<file path="src/rtl/pic_pkg.sv">
package pic_pkg;
  localparam int DATA_W     = 8;
  localparam int CW_START   = 4;   // command bit that starts initialization
  localparam int CW_SNGL    = 1;   // starting byte: 1 = no third init write
  localparam int CW_FOURTH  = 0;   // starting byte: 1 = a fourth init write follows
  localparam int CW_EOI     = 5;
  localparam int CW_SL      = 6;
  localparam int CW_ROT     = 7;
  localparam int CW_RDSEL_EN = 1;
  localparam int CW_RDSEL   = 0;

  typedef enum logic [2:0] {
    SQ_WAIT_START = 3'd0,
    SQ_WAIT_BASE  = 3'd1,
    SQ_WAIT_THIRD = 3'd2,
    SQ_WAIT_FOURTH = 3'd3,
    SQ_READY      = 3'd4
  } seq_st_t;
endpackage

</file>
<file path="src/rtl/pic_edge.sv">
module pic_edge #(
  parameter int N = 8
) (
  input  logic         clk,
  input  logic         rst,
  input  logic [N-1:0] lvl_i,
  output logic [N-1:0] rise_o
);
  logic [N-1:0] prev_q;

  for (genvar g = 0; g < N; g++) begin : g_bit
    always_ff @(posedge clk) begin
      if (rst) prev_q[g] <= 1'b0;
      else     prev_q[g] <= lvl_i[g];
    end
    assign rise_o[g] = lvl_i[g] & ~prev_q[g];
  end
endmodule

</file>
<file path="src/rtl/pic_lowest.sv">
module pic_lowest #(
  parameter int N  = 8,
  localparam int LW = (N > 1) ? $clog2(N) : 1
) (
  input  logic [N-1:0]  req_i,
  output logic          any_o,
  output logic [LW-1:0] idx_o
);
  always_comb begin
    idx_o = '0;
    for (int i = N - 1; i >= 0; i--) begin
      if (req_i[i]) idx_o = LW'(i);
    end
  end
  assign any_o = |req_i;
endmodule

</file>
<file path="src/rtl/pic_seq.sv">
module pic_seq
  import pic_pkg::*;
(
  input  logic              clk,
  input  logic              rst,
  input  logic              wr_i,
  input  logic              addr_i,
  input  logic [DATA_W-1:0] wdata_i,
  output logic              ready_o,
  output logic [DATA_W-1:0] base_o,
  output logic              eoi_o,
  output logic              rdsel_we_o,
  output logic              mask_we_o,
  output logic              err_o
);
  seq_st_t st_q, st_d;
  logic sngl_q, fourth_q;
  logic start_ld, base_ld;
  logic [DATA_W-1:0] base_q;

  always_comb begin
    st_d       = st_q;
    start_ld   = 1'b0;
    base_ld    = 1'b0;
    eoi_o      = 1'b0;
    rdsel_we_o = 1'b0;
    mask_we_o  = 1'b0;
    err_o      = 1'b0;
    if (wr_i && !addr_i) begin
      if (wdata_i[CW_START]) begin
        start_ld = 1'b1;
        st_d     = SQ_WAIT_BASE;
      end else if (st_q == SQ_READY) begin
        if (wdata_i[4:3] == 2'b00) begin
          if (wdata_i[CW_EOI] && !wdata_i[CW_SL] && !wdata_i[CW_ROT]) eoi_o = 1'b1;
          else                                                       err_o = 1'b1;
        end else begin
          rdsel_we_o = 1'b1;
        end
      end else begin
        err_o = 1'b1;
      end
    end else if (wr_i && addr_i) begin
      case (st_q)
        SQ_WAIT_BASE: begin
          base_ld = 1'b1;
          if (!sngl_q)      st_d = SQ_WAIT_THIRD;
          else if (fourth_q) st_d = SQ_WAIT_FOURTH;
          else              st_d = SQ_READY;
        end
        SQ_WAIT_THIRD:  st_d = fourth_q ? SQ_WAIT_FOURTH : SQ_READY;
        SQ_WAIT_FOURTH: st_d = SQ_READY;
        SQ_READY:       mask_we_o = 1'b1;
        default:        err_o = 1'b1;
      endcase
    end
  end

  always_ff @(posedge clk) begin
    if (rst) begin
      st_q     <= SQ_WAIT_START;
      sngl_q   <= 1'b0;
      fourth_q <= 1'b0;
      base_q   <= '0;
    end else begin
      st_q <= st_d;
      if (start_ld) begin
        sngl_q   <= wdata_i[CW_SNGL];
        fourth_q <= wdata_i[CW_FOURTH];
      end
      if (base_ld) base_q <= wdata_i;
    end
  end

  assign ready_o = (st_q == SQ_READY);
  assign base_o  = base_q;

  assert_start_any_state_R1: assert property (@(posedge clk) disable iff (rst)
    (wr_i && !addr_i && wdata_i[CW_START]) |=> (st_q == SQ_WAIT_BASE));

  assert_refused_keeps_state_R4: assert property (@(posedge clk) disable iff (rst)
    err_o |=> $stable(st_q));

  assert_ready_holds_R2: assert property (@(posedge clk) disable iff (rst)
    (st_q == SQ_READY && !(wr_i && !addr_i && wdata_i[CW_START])) |=> (st_q == SQ_READY));
endmodule

</file>
<file path="src/rtl/pic_core.sv">
module pic_core
  import pic_pkg::*;
#(
  parameter int NUM_LVL = 8,
  localparam int LVL_W = (NUM_LVL > 1) ? $clog2(NUM_LVL) : 1
) (
  input  logic               clk,
  input  logic               rst,
  input  logic               bus_wr,
  input  logic               bus_rd,
  input  logic               bus_addr,
  input  logic [DATA_W-1:0]  bus_wdata,
  output logic [DATA_W-1:0]  bus_rdata,
  input  logic [NUM_LVL-1:0] irq_in,
  output logic               int_o,
  input  logic               ack_i,
  output logic               vec_valid_o,
  output logic [DATA_W-1:0]  vector_o,
  output logic               err_o
);
  logic [NUM_LVL-1:0] irr_q, isr_q, imr_q, rise, pend;
  logic [NUM_LVL-1:0] ack_bit, eoi_bit;
  logic               rd_isr_q;
  logic               seq_ready, eoi_go, rdsel_we, mask_we, seq_err;
  logic [DATA_W-1:0]  base;
  logic               p_any, s_any, grant, ack_hit;
  logic [LVL_W-1:0]   p_idx, s_idx;

  pic_seq u_seq (
    .clk, .rst,
    .wr_i(bus_wr), .addr_i(bus_addr), .wdata_i(bus_wdata),
    .ready_o(seq_ready), .base_o(base), .eoi_o(eoi_go),
    .rdsel_we_o(rdsel_we), .mask_we_o(mask_we), .err_o(seq_err)
  );

  pic_edge #(.N(NUM_LVL)) u_edge (.clk, .rst, .lvl_i(irq_in), .rise_o(rise));

  assign pend = irr_q & ~imr_q;

  pic_lowest #(.N(NUM_LVL)) u_pend_pick (.req_i(pend),  .any_o(p_any), .idx_o(p_idx));
  pic_lowest #(.N(NUM_LVL)) u_serv_pick (.req_i(isr_q), .any_o(s_any), .idx_o(s_idx));

  assign grant   = seq_ready && p_any && (!s_any || (p_idx < s_idx));
  assign ack_hit = ack_i && grant;
  assign ack_bit = ack_hit ? (NUM_LVL'(1) << p_idx) : '0;
  assign eoi_bit = eoi_go ? (isr_q & (~isr_q + NUM_LVL'(1))) : '0;

  always_ff @(posedge clk) begin
    if (rst) begin
      irr_q       <= '0;
      isr_q       <= '0;
      imr_q       <= '0;
      rd_isr_q    <= 1'b0;
      int_o       <= 1'b0;
      err_o       <= 1'b0;
      vec_valid_o <= 1'b0;
      vector_o    <= '0;
      bus_rdata   <= '0;
    end else begin
      irr_q <= (irr_q & ~ack_bit) | rise;
      isr_q <= (isr_q & ~eoi_bit) | ack_bit;
      if (mask_we) imr_q <= bus_wdata[NUM_LVL-1:0];
      if (rdsel_we && bus_wdata[CW_RDSEL_EN]) rd_isr_q <= bus_wdata[CW_RDSEL];
      int_o       <= grant;
      err_o       <= seq_err;
      vec_valid_o <= ack_hit;
      if (ack_hit) vector_o <= base + DATA_W'(p_idx);
      if (bus_rd) begin
        if (bus_addr)      bus_rdata <= DATA_W'(imr_q);
        else if (rd_isr_q) bus_rdata <= DATA_W'(isr_q);
        else               bus_rdata <= DATA_W'(irr_q);
      end
    end
  end

  assert_eoi_one_bit_R5: assert property (@(posedge clk) disable iff (rst)
    (eoi_go && !ack_hit && isr_q != '0) |=>
      ($countones(isr_q) == $countones($past(isr_q)) - 1));

  assert_ack_gives_vector_R9: assert property (@(posedge clk) disable iff (rst)
    ack_hit |=> (vec_valid_o && isr_q != '0));

  assert_no_int_unready_R8: assert property (@(posedge clk) disable iff (rst)
    !seq_ready |=> !int_o);

  assert_pending_kept_R7: assert property (@(posedge clk) disable iff (rst)
    !ack_i |=> ((irr_q & $past(irr_q)) == $past(irr_q)));
endmodule

</file>
<file path="config.mk">
export PLATFORM = sky130hd
export DESIGN_NAME = pic_core
export DESIGN_NICKNAME = d
export VERILOG_FILES = /design/src/rtl/pic_pkg.sv /design/src/rtl/pic_edge.sv /design/src/rtl/pic_lowest.sv /design/src/rtl/pic_seq.sv /design/src/rtl/pic_core.sv
export SDC_FILE = /design/constraint.sdc
export NUM_CORES = 1
export LEC_CHECK = 0
export ABC_AREA = 1
export BUFFER_PORTS_ARGS = -buffer_cell sky130_fd_sc_hd__buf_4
export CORE_UTILIZATION = 57
export CTS_CLUSTER_SIZE = 8
export DETAILED_ROUTE_END_ITERATION = 6
export GPL_ROUTABILITY_DRIVEN = 0
export PLACE_DENSITY = 0.79
export SETUP_SLACK_MARGIN = 0.05
export SLEW_MARGIN = 20
export SYNTH_ARGS = -nofsm -noshare
export SYNTH_HDL_FRONTEND = slang
export SYNTH_SLANG_ARGS = --single-unit
</file>
<file path="constraint.sdc">
create_clock -name clk -period 2.9 [get_ports clk]
set_input_delay 0.58 -clock clk [delete_from_list [all_inputs] [get_ports clk]]
set_output_delay 0.58 -clock clk [all_outputs]
set_load 0.03 [all_outputs]
</file>
### Yosys cells after proc, flatten, opt, wreduce, memory -nomap -nowiden

Cells that the tools add are included.

| word-level totals | value |
|---|---|
| register bits after elaboration | 65 |
| input bits | 22 |
| output and inout port bits | 19 |
| word-level logic and storage cells | 126 |

| cells by class | value |
|---|---|
| $add $sub $neg | 2 |
| $lt $le $gt $ge | 1 |
| equal/unequal tests | 5 |
| shift-type cells | 1 |
| mux-type cells | 50 |
| bitwise logic cells | 26 |
| reduce and logical (&&, ||, !) cells | 20 |

Operators by type and width:

| operator | number |
|---|---|
| $mux 3 | 21 |
| $and 8x8->8 | 4 |
| $mux 8 | 4 |
| $not 8->8 | 4 |
| $mux 1 | 24 |
| $or 8x8->8 | 2 |
| $reduce_or 8->1 | 2 |
| $pmux 3 s3 | 1 |
| $add 8x1->8 const B | 1 |
| $add 8x3->8 | 1 |
| $and 1x1->1 | 8 |
| $logic_and 1x1->1 | 8 |
| $not 1->1 | 8 |
| $shl 1x3->8 const A | 1 |
| $eq 3x2->1 const B | 2 |
| $logic_not 1->1 | 4 |
| $reduce_bool 4->1 | 1 |
| $reduce_or 4->1 | 1 |
| $eq 3x1->1 const B | 1 |
| $eq 3x3->1 const B | 1 |
| $lt 3x3->1 | 1 |
| $reduce_and 3->1 | 1 |
| $logic_not 2->1 | 1 |
| $ne 2x2->1 const B | 1 |
| other kinds (2) | 2 |

### Logic depth before layout (Yosys ltp)

| logic depth | value |
|---|---|
| depth after elaboration | 18 |
| mapped depth | 21 |
| mapped depth without buffers | 21 |

### By module

Synthesis repeated with hierarchy kept, for this count alone.

| second synthesis, totals | value |
|---|---|
| cell total of the unflattened synthesis | 462 |
| area, all modules | 3286.9 sq um |

Modules (own cells, without submodules):

| module | instances | cells each | area each (sq um) | sequential area each (sq um) |
|---|---|---|---|---|
| pic_core | 1 | 291 | 2137.0 | 880.8 |
| pic_seq | 1 | 94 | 670.6 | 260.2 |
| pic_edge | 1 | 33 | 281.5 | 160.2 |
| pic_lowest | 2 | 22 | 98.8 | 0.0 |

### Worst setup path before layout

No wires, ideal clock.

| path | value |
|---|---|
| path type | register to register |
| start point | register imr_q[5] |
| end point | register vector_o[5] |
| setup time | 0.113 ns |
| arrival | 1.875 ns |
| required time | 2.787 ns |
| slack | 0.913 ns |
| stages on the path, launching flop included | 16 |
| buffers on the path | 1 |
| clock period less this slack | 1.987 ns |
| cells stage by stage | dfxtp_1 -> inv_1 -> nand2_1 -> nand2_2 -> o21ai_1 -> inv_1 -> ha_1 -> nand2_1 -> nor2_1 -> nand2_1 -> nand2_2 -> nand2_4 -> nand3_4 -> buf_6 -> nor2_1 -> nor2_1 |

| between the ends | value |
|---|---|
| cells in the longest elaborated chain, start to end | 12 |
| elaborated cells on any way between the ends | 15 |
| those cells by class | add/sub (1); order compare (1); mux (6); bitwise (2); reduce/logical (5) |

RTL lines:

| element | line | source |
|---|---|---|
| start: declaration | pic_core.sv:21 | `logic [NUM_LVL-1:0] irr_q, isr_q, imr_q, rise, pend;` |
| start signal: assignment | pic_core.sv:62 | `if (mask_we) imr_q <= bus_wdata[NUM_LVL-1:0];` |
| $not 8->8 (*) | pic_core.sv:38 | `assign pend = irr_q & ~imr_q;` |
| $and 8x8->8 (*) | pic_core.sv:38 |  |
| parallel branches: the longest is 10 deep, another holds $add 8x3->8 | - |  |
| end signal: assignment | pic_core.sv:67 | `if (ack_hit) vector_o <= base + DATA_W'(p_idx);` |
| end: declaration | pic_core.sv:18 | `output logic [DATA_W-1:0] vector_o,` |

Mark *: on every way between the ends.
A chain may end at the register's enable or synchronous reset.

### Final worst setup path

| path | value |
|---|---|
| start point | register irr_q[2] |
| end point | register vector_o[1] |

| between the ends | value |
|---|---|
| cells in the longest elaborated chain, start to end | 8 |
| elaborated cells on any way between the ends | 11 |
| those cells by class | add/sub (1); order compare (1); mux (3); bitwise (1); reduce/logical (5) |

RTL lines:

| element | line | source |
|---|---|---|
| start: declaration | pic_core.sv:21 |  |
| start signal: assignment | pic_core.sv:60 | `irr_q <= (irr_q & ~ack_bit) \| rise;` |
| $and 8x8->8 (*) | pic_core.sv:38 |  |
| parallel branches: the longest is 7 deep, another holds $add 8x3->8 | - |  |

Marks and branches as above.

==> impl_metrics.toml <==
[status]
outcome = "completed"

[cells_and_area]
finalCoreUtilization = 0.7203
diodes = 0
layout-drive-gt1-share = 0.1503
areaGrowthSynthToFinish_pct = 18.33
layout.cells.non_filler = 589
final_nets = 540

[clocking]
cts_root_buf = "clkbuf_8"
worstSkewPairLatency_ns = 0.34
clock_path_buffers = 2
cts.clk_slew.worst_paths_ns = 0.07
hold_buffers = 0
cts_tree = "yes"
post_cts_buffers = 0
cts_buffers = 9
postCtsResizedCells = 0
clock-sinks = 65
cts_htree_levels = 3

[routing]
drtIter0Drc = 206
drcViolationCount = 0
wl_mm = 7.308
wire_per_inst_um = 12.41
postRouteAntennaNets = 0
dr.pass1.iters = 5
via_per_inst = 5.197
vias = 3061

[placed_design]
placement.io_buffers = 40
dpl.hpwl_mm = 5.319
dp_cells = 573

[global_route]
grt_pass1_vias = 2761
top_usage_layer = "met2"
grt_max_degree = 33
use_met1 = 0.3470
gr-usage-met3 = 0.05595
grt-ovfl-total = 0
track_usage = 0.2647
antenna_found_initial = 0
grtUsageMet2 = 0.4357
grt_pass1_wl_mm = 12.41

[setup_path]
rr_endpoint = "vector_o[1]"
rrSetupSlack_ns = 0.56
cp_data_required_time_ns = 3.14
critPathBufInv = 1
slowest_delay_ns = 0.42
path_max_fanout = 14
slowest_stage = "dfxtp_1"
reg2reg_from = "irr_q[2]"
crit_arrival_ns = 2.58
crit_family = "simple AND/OR/NAND/NOR gates"
crit_type = "reg -> reg"
crit_chain = "nand2_1 > nand2_1 > nor2_1 > o21ai_1 > inv_1 > ha_1 > nand2_1 > nor2_1 > nand2_1 > nand2_2 > nand2_4 > nand3_4 > nor2_1 > nor2_1"
reg2regPathDepth = 14
timing.critical_path.to = "vector_o[1]"
cp-start-kind = "register"
setup.worst_path.start = "irr_q[2]"
crit_cells = 14
end_kind = "register"

[logic_synthesis]
syn_inst = 476
syn_area_per_cell_sq_um = 6.740
yosys_register_bits = 65
synth-main-ff-cell = "dfxtp_1"
synth_area_leaders = "dfxtp_1 (41%), nand2_1 (13%), inv_1 (9.2%)"
yosysSeqAreaShare = 0.4056
ys_warn_count = 0
synth_top_area_frac = 0.4056
synthArstFlopShare = 0
syn-cell-area_sq_um = 3208
synthesis.nets = 502
synthDistinctLibCells = 33
synth_commonest_cells = "nand2_1 (111), inv_1 (79), dfxtp_1 (65)"
yosysTopAreaCell = "dfxtp_1"
synth_edf_count = 0
yosysMostFrequentCell = "nand2_1"

[die]
die_height_um = 77.02
initial_core_util = 0.6087
fp-row-count = 26
chipWidth_um = 77.02
core_area_sq_um = 5270
ios = 41
die-area_sq_um = 5932

[timing]
tightest_slew_ns = 0.7080
finalSetupTns_ns = 0
rsz0062_at_grt = "no"
relSlewSlack = 0.5275
fmax_mhz = 427.3
post-route-period-util = 0.8070
holdWs_ns = 0.4560
min_period_ns = 2.340
finalSetupViolCount = 0
finClkSkew_ns = 0.007623
finalMaxSlewViolations = 0
final-hold-violation-count = 0

[hold_path]
min_path_type = "reg -> reg"

[power_and_ir_drop]
peakVddDrop_uv = 455.3
power-per-cell-area_nw_per_um2 = 584.3
p_leak_nw = 1.795

[flow_run]
maxCapViolCount = 0
==> worst min-delay path by stage <==
stage                       endpoint              from  slack, ns  depth (start not counted)
floorplan                   irr_q[0]  u_edge.prev_q[0]       0.43                          3
global placement            irr_q[1]  u_edge.prev_q[1]       0.43                          3
detailed placement          irr_q[6]  u_edge.prev_q[6]       0.44                          3
CTS                         irr_q[6]  u_edge.prev_q[6]       0.46                          3
global route        u_edge.prev_q[6]         irq_in[6]       0.46                          3
finish                      irr_q[6]  u_edge.prev_q[6]       0.46                          3
==> worst register-to-register path: stages (launching register included) <==
cell and delay, ns:
dfxtp_1 0.42, nand2_1 0.12, nand2_1 0.09, nor2_1 0.06, o21ai_1 0.22, inv_1 0.21, ha_1 0.35, nand2_1 0.07
nor2_1 0.04, nand2_1 0.07, nand2_2 0.06, nand2_4 0.14, nand3_4 0.19, nor2_1 0.14, nor2_1 0.05
==> layout make-up <==
class,count,area (sq um)
clock buffer,12,165.2
clock inverter,4,97.59
sequential,65,1301
tap,70,87.58
timing repair buffer,42,315.3
multi-input combinational,313,1518
inverter,83,311.5
fill,463,1474
==> power by group <==
group | switching, mW | total (mW) | internal (mW)
sequential | 0.0212 | 0.948 | 0.927
combinational | 0.177 | 0.275 | 0.0983
clock | 0.353 | 0.995 | 0.642
==> layer usage <==
metal,up-vias,routed length [um]
met1,1353,3370
li1,1579,-
met5,-,0
met3,15,399
met4,0,165
met2,114,3373
==> layout by cell type, fill, tap and decap left out, types with 2 or more instances in the layout <==
cell type,instances
o21ai_1,2
nand4_1,13
inv_2,4
o211ai_1,8
bufinv_16,3
ha_1,4
dfxtp_1,65
nand2_4,2
a31oi_1,8
nor2_1,59
a21oi_1,30
clkbuf_8,12
nand3_1,12
nor3_1,9
inv_1,79
buf_4,42
nand2_2,9
xor2_1,3
o21ai_0,32
nand2_1,111
==> cell families after synthesis <==
logic type	Yosys count	synth area share
adders and majority gates	4	0.01560
buffers and inverters	98	0.1213
xor gates and xnor gates	4	0.01092
AOI/OAI and AO/OA	84	0.1474
and+or+nand+nor	221	0.2991
DFF	65	0.4056
==> stage by stage <==
step / setup slack, ns / total power [mW] / instance area (sq um)
global placement: 0.6347 / 1.231 / 3533
detailed placement: 0.5878 / 1.238 / 3533
CTS: 0.5714 / 2.221 / 3796
floorplan: 0.9126 / 1.154 / 3208
global route: 0.2896 / 2.305 / 3796
finish: 0.5597 / 2.218 / 3796
==> state kept, by name, indices dropped and copies added, names as in the netlist, 3 cells and up <==
signal and flops:
isr_q 8, u_seq.base_o 8, imr_q 8, bus_rdata 8, u_edge.prev_q 8, irr_q 8, vector_o 8, u_seq.st_q 3
(Power assumes the default switching activity.)
